[src/rtl/vidsel_pkg.sv]
// Package: shared mode type and colour code constants for the output
// source selector. Assumes 10-bit component codes.
package vidsel_pkg;

    // Staged mode bits, captured together at frame start.
    typedef struct packed {
        logic pix_en;
        logic pat_en;
        logic pat_solid;
        logic vbi_open;
        logic std_720p;
        logic dv_low;
    } mode_t;

    localparam int BLACK_Y10 = 64;
    localparam int NEUTRAL_C10 = 512;
    localparam int WHITE_Y10 = 940;

    // Blanking-data line windows per standard (inclusive bounds).
    localparam int WIN_1080I_LO = 7;
    localparam int WIN_1080I_HI = 20;
    localparam int WIN_720P_LO = 6;
    localparam int WIN_720P_HI = 25;

endpackage

[src/rtl/mode_shadow.sv]
// Module: mode_shadow
// Holds the pattern colour staging registers and the active copies of
// mode and colour, which load only on the frame-start edge.
// Assumes frame_start is a single-cycle pulse from the timing logic.
module mode_shadow
    import vidsel_pkg::*;
#(
    parameter int DW = 10
) (
    input  logic          clk,
    input  logic          rst_n,
    input  logic          frame_start,
    input  mode_t         mode_in,
    input  logic          col_we,
    input  logic [DW-1:0] wr_y,
    input  logic [DW-1:0] wr_cr,
    input  logic [DW-1:0] wr_cb,
    output mode_t         mode_cur,
    output logic [DW-1:0] cur_y,
    output logic [DW-1:0] cur_cr,
    output logic [DW-1:0] cur_cb
);
    localparam logic [DW-1:0] WHT_Y = DW'(WHITE_Y10);
    localparam logic [DW-1:0] NEU_C = DW'(NEUTRAL_C10);

    logic [DW-1:0] stg_y, stg_cr, stg_cb;

    // Staging colour registers: written by the colour strobe.
    always_ff @(posedge clk) begin
        if (!rst_n) begin
            stg_y  <= WHT_Y;
            stg_cr <= NEU_C;
            stg_cb <= NEU_C;
        end else if (col_we) begin
            stg_y  <= wr_y;
            stg_cr <= wr_cr;
            stg_cb <= wr_cb;
        end
    end

    // Active copies: refreshed only at frame start.
    always_ff @(posedge clk) begin
        if (!rst_n) begin
            mode_cur <= '0;
            cur_y    <= WHT_Y;
            cur_cr   <= NEU_C;
            cur_cb   <= NEU_C;
        end else if (frame_start) begin
            mode_cur <= mode_in;
            cur_y    <= stg_y;
            cur_cr   <= stg_cr;
            cur_cb   <= stg_cb;
        end
    end

    // active settings never move outside a frame-start edge.
    a_r9_hold_mid_frame: assert property (@(posedge clk) disable iff (!rst_n)
        !frame_start |=> ($stable(mode_cur) && $stable(cur_y) && $stable(cur_cr) && $stable(cur_cb)))
        else $error("a_r9_hold_mid_frame");

    // staged colour only changes on a write strobe.
    a_r5_stage_hold: assert property (@(posedge clk) disable iff (!rst_n)
        !col_we |=> ($stable(stg_y) && $stable(stg_cr) && $stable(stg_cb)))
        else $error("a_r5_stage_hold");

endmodule

[src/rtl/vbi_window.sv]
// Module: vbi_window
// Decides whether the current line number lies inside the blanking-data
// window of the selected standard, gated by the blanking-data enable.
// Assumes line_num is the frame/field line count from the timing logic.
module vbi_window
    import vidsel_pkg::*;
#(
    parameter int LW = 11
) (
    input  logic [LW-1:0] line_num,
    input  logic          std_720p,
    input  logic          vbi_open,
    output logic          vbi_ok
);
    localparam logic [LW-1:0] LO_I = LW'(WIN_1080I_LO);
    localparam logic [LW-1:0] HI_I = LW'(WIN_1080I_HI);
    localparam logic [LW-1:0] LO_P = LW'(WIN_720P_LO);
    localparam logic [LW-1:0] HI_P = LW'(WIN_720P_HI);

    logic in_i, in_p;

    // Window compare for both standards, then pick by standard.
    always_comb begin
        in_i   = (line_num >= LO_I) && (line_num <= HI_I);
        in_p   = (line_num >= LO_P) && (line_num <= HI_P);
        vbi_ok = vbi_open && (std_720p ? in_p : in_i);
    end

endmodule

[src/rtl/pattern_gen.sv]
// Module: pattern_gen
// Produces the test pattern pixel: the programmed colour everywhere in
// solid mode, or on grid lines every 2**HATCH_LOG2 columns/lines in hatch
// mode with black between. Assumes zero-based active coordinates.
module pattern_gen
    import vidsel_pkg::*;
#(
    parameter int DW         = 10,
    parameter int LW         = 11,
    parameter int CW         = 12,
    parameter int HATCH_LOG2 = 6
) (
    input  logic [CW-1:0] act_col,
    input  logic [LW-1:0] act_line,
    input  logic          solid,
    input  logic [DW-1:0] c_y,
    input  logic [DW-1:0] c_cr,
    input  logic [DW-1:0] c_cb,
    output logic [DW-1:0] p_y,
    output logic [DW-1:0] p_cr,
    output logic [DW-1:0] p_cb
);
    localparam logic [CW-1:0] COL_MASK = CW'((1 << HATCH_LOG2) - 1);
    localparam logic [LW-1:0] LIN_MASK = LW'((1 << HATCH_LOG2) - 1);
    localparam logic [DW-1:0] BLK_Y = DW'(BLACK_Y10);
    localparam logic [DW-1:0] BLK_C = DW'(NEUTRAL_C10);

    logic on_grid;

    // Grid hit test and colour choice.
    always_comb begin
        on_grid = ((act_col & COL_MASK) == '0) || ((act_line & LIN_MASK) == '0);
        if (solid || on_grid) begin
            p_y  = c_y;
            p_cr = c_cr;
            p_cb = c_cb;
        end else begin
            p_y  = BLK_Y;
            p_cr = BLK_C;
            p_cb = BLK_C;
        end
    end

endmodule

[src/rtl/hdtv_pattern_blank.sv]
// Module: hdtv_pattern_blank
// Output source selector for an HDTV encoder pixel path: black, live
// input, cross-hatch or solid colour, with blanking-data pass on a
// standard-dependent line window. One registered cycle of latency.
// Assumes timing inputs are aligned with the pixel data they describe.
module hdtv_pattern_blank
    import vidsel_pkg::*;
#(
    parameter int DW         = 10,
    parameter int LW         = 11,
    parameter int CW         = 12,
    parameter int HATCH_LOG2 = 6
) (
    input  logic          clk,
    input  logic          rst_n,
    input  logic          frame_start,
    input  logic          act_de,
    input  logic          vblank,
    input  logic [LW-1:0] line_num,
    input  logic [LW-1:0] act_line,
    input  logic [CW-1:0] act_col,
    input  logic          dv,
    input  logic [DW-1:0] in_y,
    input  logic [DW-1:0] in_cr,
    input  logic [DW-1:0] in_cb,
    input  logic          m_pix_en,
    input  logic          m_pat_en,
    input  logic          m_pat_solid,
    input  logic          m_vbi_open,
    input  logic          m_std_720p,
    input  logic          m_dv_low,
    input  logic          col_we,
    input  logic [DW-1:0] col_y_wr,
    input  logic [DW-1:0] col_cr_wr,
    input  logic [DW-1:0] col_cb_wr,
    output logic [DW-1:0] out_y,
    output logic [DW-1:0] out_cr,
    output logic [DW-1:0] out_cb
);
    localparam logic [DW-1:0] BLK_Y = DW'(BLACK_Y10);
    localparam logic [DW-1:0] BLK_C = DW'(NEUTRAL_C10);

    mode_t         mode_in, mode_cur;
    logic [DW-1:0] cy, ccr, ccb;
    logic [DW-1:0] py, pcr, pcb;
    logic          vbi_ok, qual;
    logic [DW-1:0] nx_y, nx_cr, nx_cb;

    // Pack the raw mode inputs for staging.
    always_comb begin
        mode_in.pix_en    = m_pix_en;
        mode_in.pat_en    = m_pat_en;
        mode_in.pat_solid = m_pat_solid;
        mode_in.vbi_open  = m_vbi_open;
        mode_in.std_720p  = m_std_720p;
        mode_in.dv_low    = m_dv_low;
    end

    mode_shadow #(.DW(DW)) u_shadow (
        .clk(clk), .rst_n(rst_n), .frame_start(frame_start),
        .mode_in(mode_in), .col_we(col_we),
        .wr_y(col_y_wr), .wr_cr(col_cr_wr), .wr_cb(col_cb_wr),
        .mode_cur(mode_cur), .cur_y(cy), .cur_cr(ccr), .cur_cb(ccb)
    );

    vbi_window #(.LW(LW)) u_vbi (
        .line_num(line_num), .std_720p(mode_cur.std_720p),
        .vbi_open(mode_cur.vbi_open), .vbi_ok(vbi_ok)
    );

    pattern_gen #(.DW(DW), .LW(LW), .CW(CW), .HATCH_LOG2(HATCH_LOG2)) u_pat (
        .act_col(act_col), .act_line(act_line), .solid(mode_cur.pat_solid),
        .c_y(cy), .c_cr(ccr), .c_cb(ccb),
        .p_y(py), .p_cr(pcr), .p_cb(pcb)
    );

    // Source selection for the next output sample.
    always_comb begin
        qual  = dv ^ mode_cur.dv_low;
        nx_y  = BLK_Y;
        nx_cr = BLK_C;
        nx_cb = BLK_C;
        if (mode_cur.pix_en) begin
            if (act_de) begin
                if (mode_cur.pat_en) begin
                    nx_y = py; nx_cr = pcr; nx_cb = pcb;
                end else if (qual) begin
                    nx_y = in_y; nx_cr = in_cr; nx_cb = in_cb;
                end
            end else if (vblank && vbi_ok && qual) begin
                nx_y = in_y; nx_cr = in_cr; nx_cb = in_cb;
            end
        end
    end

    // Output register: one cycle of latency, black in reset.
    always_ff @(posedge clk) begin
        if (!rst_n) begin
            out_y  <= BLK_Y;
            out_cr <= BLK_C;
            out_cb <= BLK_C;
        end else begin
            out_y  <= nx_y;
            out_cr <= nx_cr;
            out_cb <= nx_cb;
        end
    end

    // output disabled means black on the next cycle.
    a_r1_disabled_black: assert property (@(posedge clk) disable iff (!rst_n)
        !mode_cur.pix_en |=> (out_y == BLK_Y && out_cr == BLK_C && out_cb == BLK_C))
        else $error("a_r1_disabled_black");

    // horizontal blanking outside the picture is always black.
    a_r10_outside_black: assert property (@(posedge clk) disable iff (!rst_n)
        (!act_de && !vblank) |=> (out_y == BLK_Y && out_cr == BLK_C && out_cb == BLK_C))
        else $error("a_r10_outside_black");

    // solid field shows the active colour one cycle later.
    a_r3_solid_colour: assert property (@(posedge clk) disable iff (!rst_n)
        (mode_cur.pix_en && mode_cur.pat_en && mode_cur.pat_solid && act_de)
        |=> (out_y == $past(cy) && out_cr == $past(ccr) && out_cb == $past(ccb)))
        else $error("a_r3_solid_colour");

endmodule

[config.mk]
export PLATFORM = sky130hd
export DESIGN_NAME = hdtv_pattern_blank
export DESIGN_NICKNAME = d
export VERILOG_FILES = /design/src/rtl/vidsel_pkg.sv /design/src/rtl/mode_shadow.sv /design/src/rtl/vbi_window.sv /design/src/rtl/pattern_gen.sv /design/src/rtl/hdtv_pattern_blank.sv
export SDC_FILE = /design/constraint.sdc
export NUM_CORES = 1
export LEC_CHECK = 0
export ABC_AREA = 1
export BUFFER_PORTS_ARGS = -buffer_cell sky130_fd_sc_hd__clkbuf_2
export CAP_MARGIN = 20
export CORE_ASPECT_RATIO = 1.1
export CORE_MARGIN = 10
export CORE_UTILIZATION = 47
export DETAILED_ROUTE_END_ITERATION = 16
export GPL_ROUTABILITY_DRIVEN = 0
export PLACE_DENSITY = 0.77
export SLEW_MARGIN = 5
export SYNTH_ARGS = -nofsm -noshare
export SYNTH_HDL_FRONTEND = slang
export SYNTH_SLANG_ARGS = --single-unit
[constraint.sdc]
create_clock -name clk -period 1 [get_ports clk]
set_clock_uncertainty 0.05 [all_clocks]
set_input_delay 0.2 -clock clk [delete_from_list [all_inputs] [get_ports clk]]
set_output_delay 0.2 -clock clk [all_outputs]
set_load 0.01 [all_outputs]
# After elaboration in Yosys (flattened, before gate mapping)
# Cells that the tools add are included.
# totals
reg_bits,96
latchBits,0
ram_bits,0
mem_bits_ro,0
in_bits,107
out_inout_bits,30
word_cells,46
n_memories,0
# classes
add_sub_neg,0
multipliers,0
n_div,0
order_cmp,4
eq_ne,0
shift,0
mux,16
n_bitwise,1
n_reduce_logical,10
# ops
op,count
$mux 10,15
$ge 11x3->1 const B,2
$le 11x5->1 const B,2
$logic_not 12->1,1
$logic_not 11->1,1
$logic_and 1x1->1,5
$logic_or 1x1->1,2
$reduce_and 2->1,1
$mux 1,1
$xor 1x1->1,1

# Depth between registers and ports, before layout
# logic_depth
word_depth,8
depth_mapped,10
depth_no_buf,8

# Modules after synthesis
# From an unflattened synthesis, not the netlist that was laid out.
# hier_totals
cells_unflattened,835
hier_area_um2,5114.9
# modules_own_cells
mod,n_inst,cells_per_inst,area_per_inst_um2,seq_area_each_um2
mode_shadow,1,386,2611.3,1321.3
hdtv_pattern_blank,1,355,2129.5,600.6
pattern_gen,1,73,294.0,0.0
vbi_window,1,21,80.1,0.0

# Worst setup path after synthesis
# No wires, ideal clock.
# synth_path
path_type,register to register
startpoint,"register, netlist name u_shadow.mode_cur[4]"
endpoint,register out_cb[7]
setup_time_ns,0.138
arrival_time_ns,0.958
required_time_ns,0.812
slack_ns,-0.146
stages_incl_launch_ff,10
path_buffers,2
synth_period_minus_slack_ns,1.146
path_cell_list,dfxtp_1 buf_6 clkinv_2 buf_4 nand4_1 nand2_1 inv_1 nand2_1 nand2_1 a21oi_2
# synth_via
elab_chain_len,2
# synth_lines
element,line,source
$mux 10,hdtv_pattern_blank.sv:85,if (mode_cur.pat_en) begin
$mux 10,hdtv_pattern_blank.sv:84,if (act_de) begin
"end signal, assigned",hdtv_pattern_blank.sv:105,out_cb <= nx_cb;
"end, declared",hdtv_pattern_blank.sv:38,output logic [DW-1:0] out_cb
# No other way between the ends.
# A chain may end at the register's enable or synchronous reset.

# Final worst setup path
# layout_path
startpoint,"register, netlist name u_shadow.mode_cur[2]"
endpoint,register out_cb[8]
# layout_via
elab_chain_len,5
# layout_lines
element,line,source
$logic_and 1x1->1,vbi_window.sv:26,vbi_ok = vbi_open && (std_720p ? in_p : in_i);
$logic_and 1x1->1 (2 in series),hdtv_pattern_blank.sv:90,end else if (vblank && vbi_ok && qual) begin
$mux 10,hdtv_pattern_blank.sv:90,
$mux 10,hdtv_pattern_blank.sv:84,
# No other way between the ends.

==> flow_metrics.py <==
metrics = {
    "sta": {
        "rsz0062_at_grt": "true",
        "worst_slew_pin_slew_ps": 314,
        "post-route-period-util_pct": 125,
        "setup_ws_ps": -247,
        "drv_slew": 0,
        "period_needed_ps": 1250,
        "holdWs_ps": 4.82,
        "setup_viol": 60,
        "fmax_ghz": 0.802,
        "max_slew_margin_pct": 78.8,
        "finalHoldViolations": 0,
    },
    "logic_synthesis": {
        "yosysMostFrequentCell": "nand2_1",
        "synth_seq_cells": 96,
        "ys.flop_type": "dfxtp_1",
        "avgSynthCellArea_um2": 6.80,
        "yosysUniqueCellTypes": 20,
        "synth_seq_area_share_pct": 41.2,
        "ys_async_sr_fraction_pct": 0,
        "synth_largest_area_cell": "dfxtp_1",
        "syn_nets": 793,
        "syn-cell-area_um2": 4660,
        "synth.area.top_cells": "dfxtp_1 (41%), nand2_1 (15%), nor2_1 (8.5%), nand4_1 (7.6%), inv_1 (5.9%)",
        "postSynthCellCount": 686,
        "yosysWarnings": 0,
        "netlist_top_cells_count": "nand2_1 (188), nor2_1 (106), dfxtp_1 (96)",
        "synth_edf_count": 0,
        "synth_top_area_share_pct": 41.2,
    },
    "clock_tree": {
        "clk_path_buf_depth": 2,
        "cts_buffers": 9,
        "cts.sinks": 96,
        "htreeDepth": 3,
        "cts_tree": "done",
        "clk_latency_ps": 360,
        "clkTransAtPathRegs_ps": 90,
        "root_buffer": "clkbuf_8",
    },
    "finish": {
        "fillers": 885,
        "instances_no_fill": 934,
        "multi_input_area_um2": 2150,
        "drive_above_1_share_pct": 27.6,
        "area_delta_synth_final_pct": 27.9,
        "finalNetCount": 916,
        "seq_area_um2": 1950,
        "antenna_cells": 0,
    },
    "grt": {
        "grt_pass1_wl_um": 21200,
        "grt_pass1_vias": 4584,
        "antenna_found_initial": 0,
        "grt-ovfl-total": 0,
        "grt_usage_pct": 17.3,
        "grt_start_max_net_pins": 33,
    },
    "setup_path": {
        "path_delay_family": "simple AND/OR/NAND/NOR gates",
        "crit_chain": "nand2_1, nor2_1, nand2_1, nor2_4, buf_12, nand4_1, a21oi_2",
        "endpoint": "out_cb[8]",
        "path_buf_inv": 1,
        "cp-start-kind": "flop",
        "crit_required_ps": 1250,
        "path_class": "reg2reg",
        "regToRegSetupSlack_ps": -250,
        "r2r_start": "u_shadow.mode_cur[2]",
        "critical_path_arrival_ps": 1490,
        "cpMostUsedCell": "nand2_1",
        "end_kind": "flop",
        "crit_fanout": 30,
        "r2r_end": "out_cb[8]",
        "crit_start": "u_shadow.mode_cur[2]",
        "crit_slowest_cell": "dfxtp_2",
        "cp.depth": 7,
        "rr_worst_depth": 7,
        "slowest_delay_ps": 330,
    },
    "place": {
        "post-dp-hpwl_um": 9380,
        "io_buffer_count": 125,
        "dp_cells": 910,
    },
    "run_status": {
        "violations": "negative setup slack",
        "outcome": "finished with violations",
    },
    "drt": {
        "drtPass1Iterations": 5,
        "via_per_inst": 5.09,
        "wl_per_cell_um": 13.5,
        "drtAntennaViolNets": 0,
        "drt_wl_total_um": 12600,
        "drt-initial-drc-count": 398,
        "route.detailed.drc": 0,
        "num_vias": 4755,
    },
    "pwr": {
        "power.density_nw_per_um2": 1340,
        "total_power_mw": 7.99,
        "p_leak_nw": 3.05,
        "ir_worst_vdd_v": 0.000548,
    },
    "floorplan": {
        "num_rows": 38,
        "die_y_um": 124,
        "start_util_pct": 47.6,
        "die_w_um": 115,
        "pin_count": 137,
        "coreArea_um2": 9790,
        "die_area_um2": 14300,
    },
    "job": {
        "maxCapViolCount": 0,
    },
    "min_path": {
        "min_path_type": "in2reg",
        "min_path_cells": 3,
    },
}
## what timing repair did
| action | in CTS | in global routing |
|---|---|---|
| hold endpoints to repair | 8 | 0 |
| setup endpoints to repair | 60 | 60 |
| buffers inserted | 0 | 0 |
| pin swaps | 1 | 1 |
| hold buffers | 8 | 0 |
| gates resized for setup | 11 | 58 |
## cell families (layout without fill, tap and decap cells)
kind of cell,count (synthesis),in the layout,share of synthesized area (%)
compound gates,89,89,11.7
buf+inv,127,255,13.3
flops,96,96,41.2
simple gates,374,374,33.8
## cells in the final DEF, fill, tap and decap left out
cell / Yosys / routed
buf_4: 6 / 15
nand3_2: 0 / 1
buf_12: 0 / 16
nor2_4: 0 / 1
dfxtp_2: 0 / 19
nand3_1: 21 / 20
a21oi_2: 26 / 27
o21ai_1: 0 / 2
nand2_1: 188 / 186
inv_1: 73 / 72
clkbuf_2: 0 / 96
nand2_4: 0 / 1
nand2_2: 1 / 2
clkbuf_8: 3 / 11
clkinv_1: 1 / 1
nor2_1: 106 / 106
dfxtp_1: 96 / 77
inv_2: 0 / 1
dlygate4sd3_1: 0 / 8
o21ai_2: 0 / 1
clkbuf_1: 19 / 1
nand4_1: 57 / 57
inv_6: 0 / 2
a21boi_0: 1 / 1
o21ai_0: 54 / 51
clkinv_4: 0 / 3
buf_2: 16 / 13
a21oi_1: 8 / 7
buf_6: 6 / 16
## through the flow
step / setup WS (ps) / cell area, µm² / TNS [ps] / utilization (%)
after floorplan: -118 / 4680 / -2930 / -
final: -247 / 5960 / -8000 / 60.9
after CTS: -253 / 5840 / -8840 / 59.7
after global placement: -217 / 5540 / -5650 / 56.6
after global routing: -373 / 5960 / -12180 / 60.9
after detailed placement: -267 / 5540 / -7410 / 56.6
## worst reg2reg max path, delay by kind of cell (launching register included)
family,cells,cell delay (ps)
buffers and inverters,1,180
flip-flops,1,330
AND/OR/NAND/NOR,5,480
AO/OA/AOI/OAI,1,150
## worst min path at each step
stage | end | slack [ps] | start
after floorplan | u_shadow.stg_y[9] | 270 | col_y_wr[9]
after global routing | u_shadow.stg_y[9] | 3 | col_y_wr[9]
after detailed placement | u_shadow.stg_y[7] | 370 | col_y_wr[7]
after CTS | u_shadow.stg_y[9] | 0.5 | col_y_wr[9]
after global placement | u_shadow.stg_y[7] | 370 | col_y_wr[7]
final | u_shadow.stg_y[9] | 5 | col_y_wr[9]
## registers in the layout, summed over array words and instances (netlist names)
| name | cells |
|---|---|
| out_cr | 10 |
| u_shadow.stg_cb | 10 |
| u_shadow.stg_cr | 10 |
| u_shadow.cur_cr | 10 |
| out_cb | 10 |
| u_shadow.cur_y | 10 |
| u_shadow.stg_y | 10 |
| u_shadow.mode_cur | 6 |
| u_shadow.cur_cb | 10 |
| out_y | 10 |
## final cells by class
class                   instances  area share (%)
flip-flops and latches         96            32.6
multi-input cells             463            36.1
repair buffers                164            20.8
well taps                     120            2.52
clock inverters                 4           0.588
clock buffers                  12            2.60
inverters                      75            4.81
## power by group
part / leakage (nW) / switching, mW / internal (mW)
combinational: 2.15 / 0.782 / 0.620
sequential: 0.797 / 0.107 / 4.03
clock: 0.0976 / 1.37 / 1.07
total: 3.05 / 2.26 / 5.72
## metal layers
metal	global-route usage (%)	part of all wire, %	wire length, µm
met4	7.51	2.2	284
met2	26.9	47	5990
met3	4.67	8.1	1020
met5	0	0	0
met1	21.8	42	5360
Power figures use the tool's default switching activity.
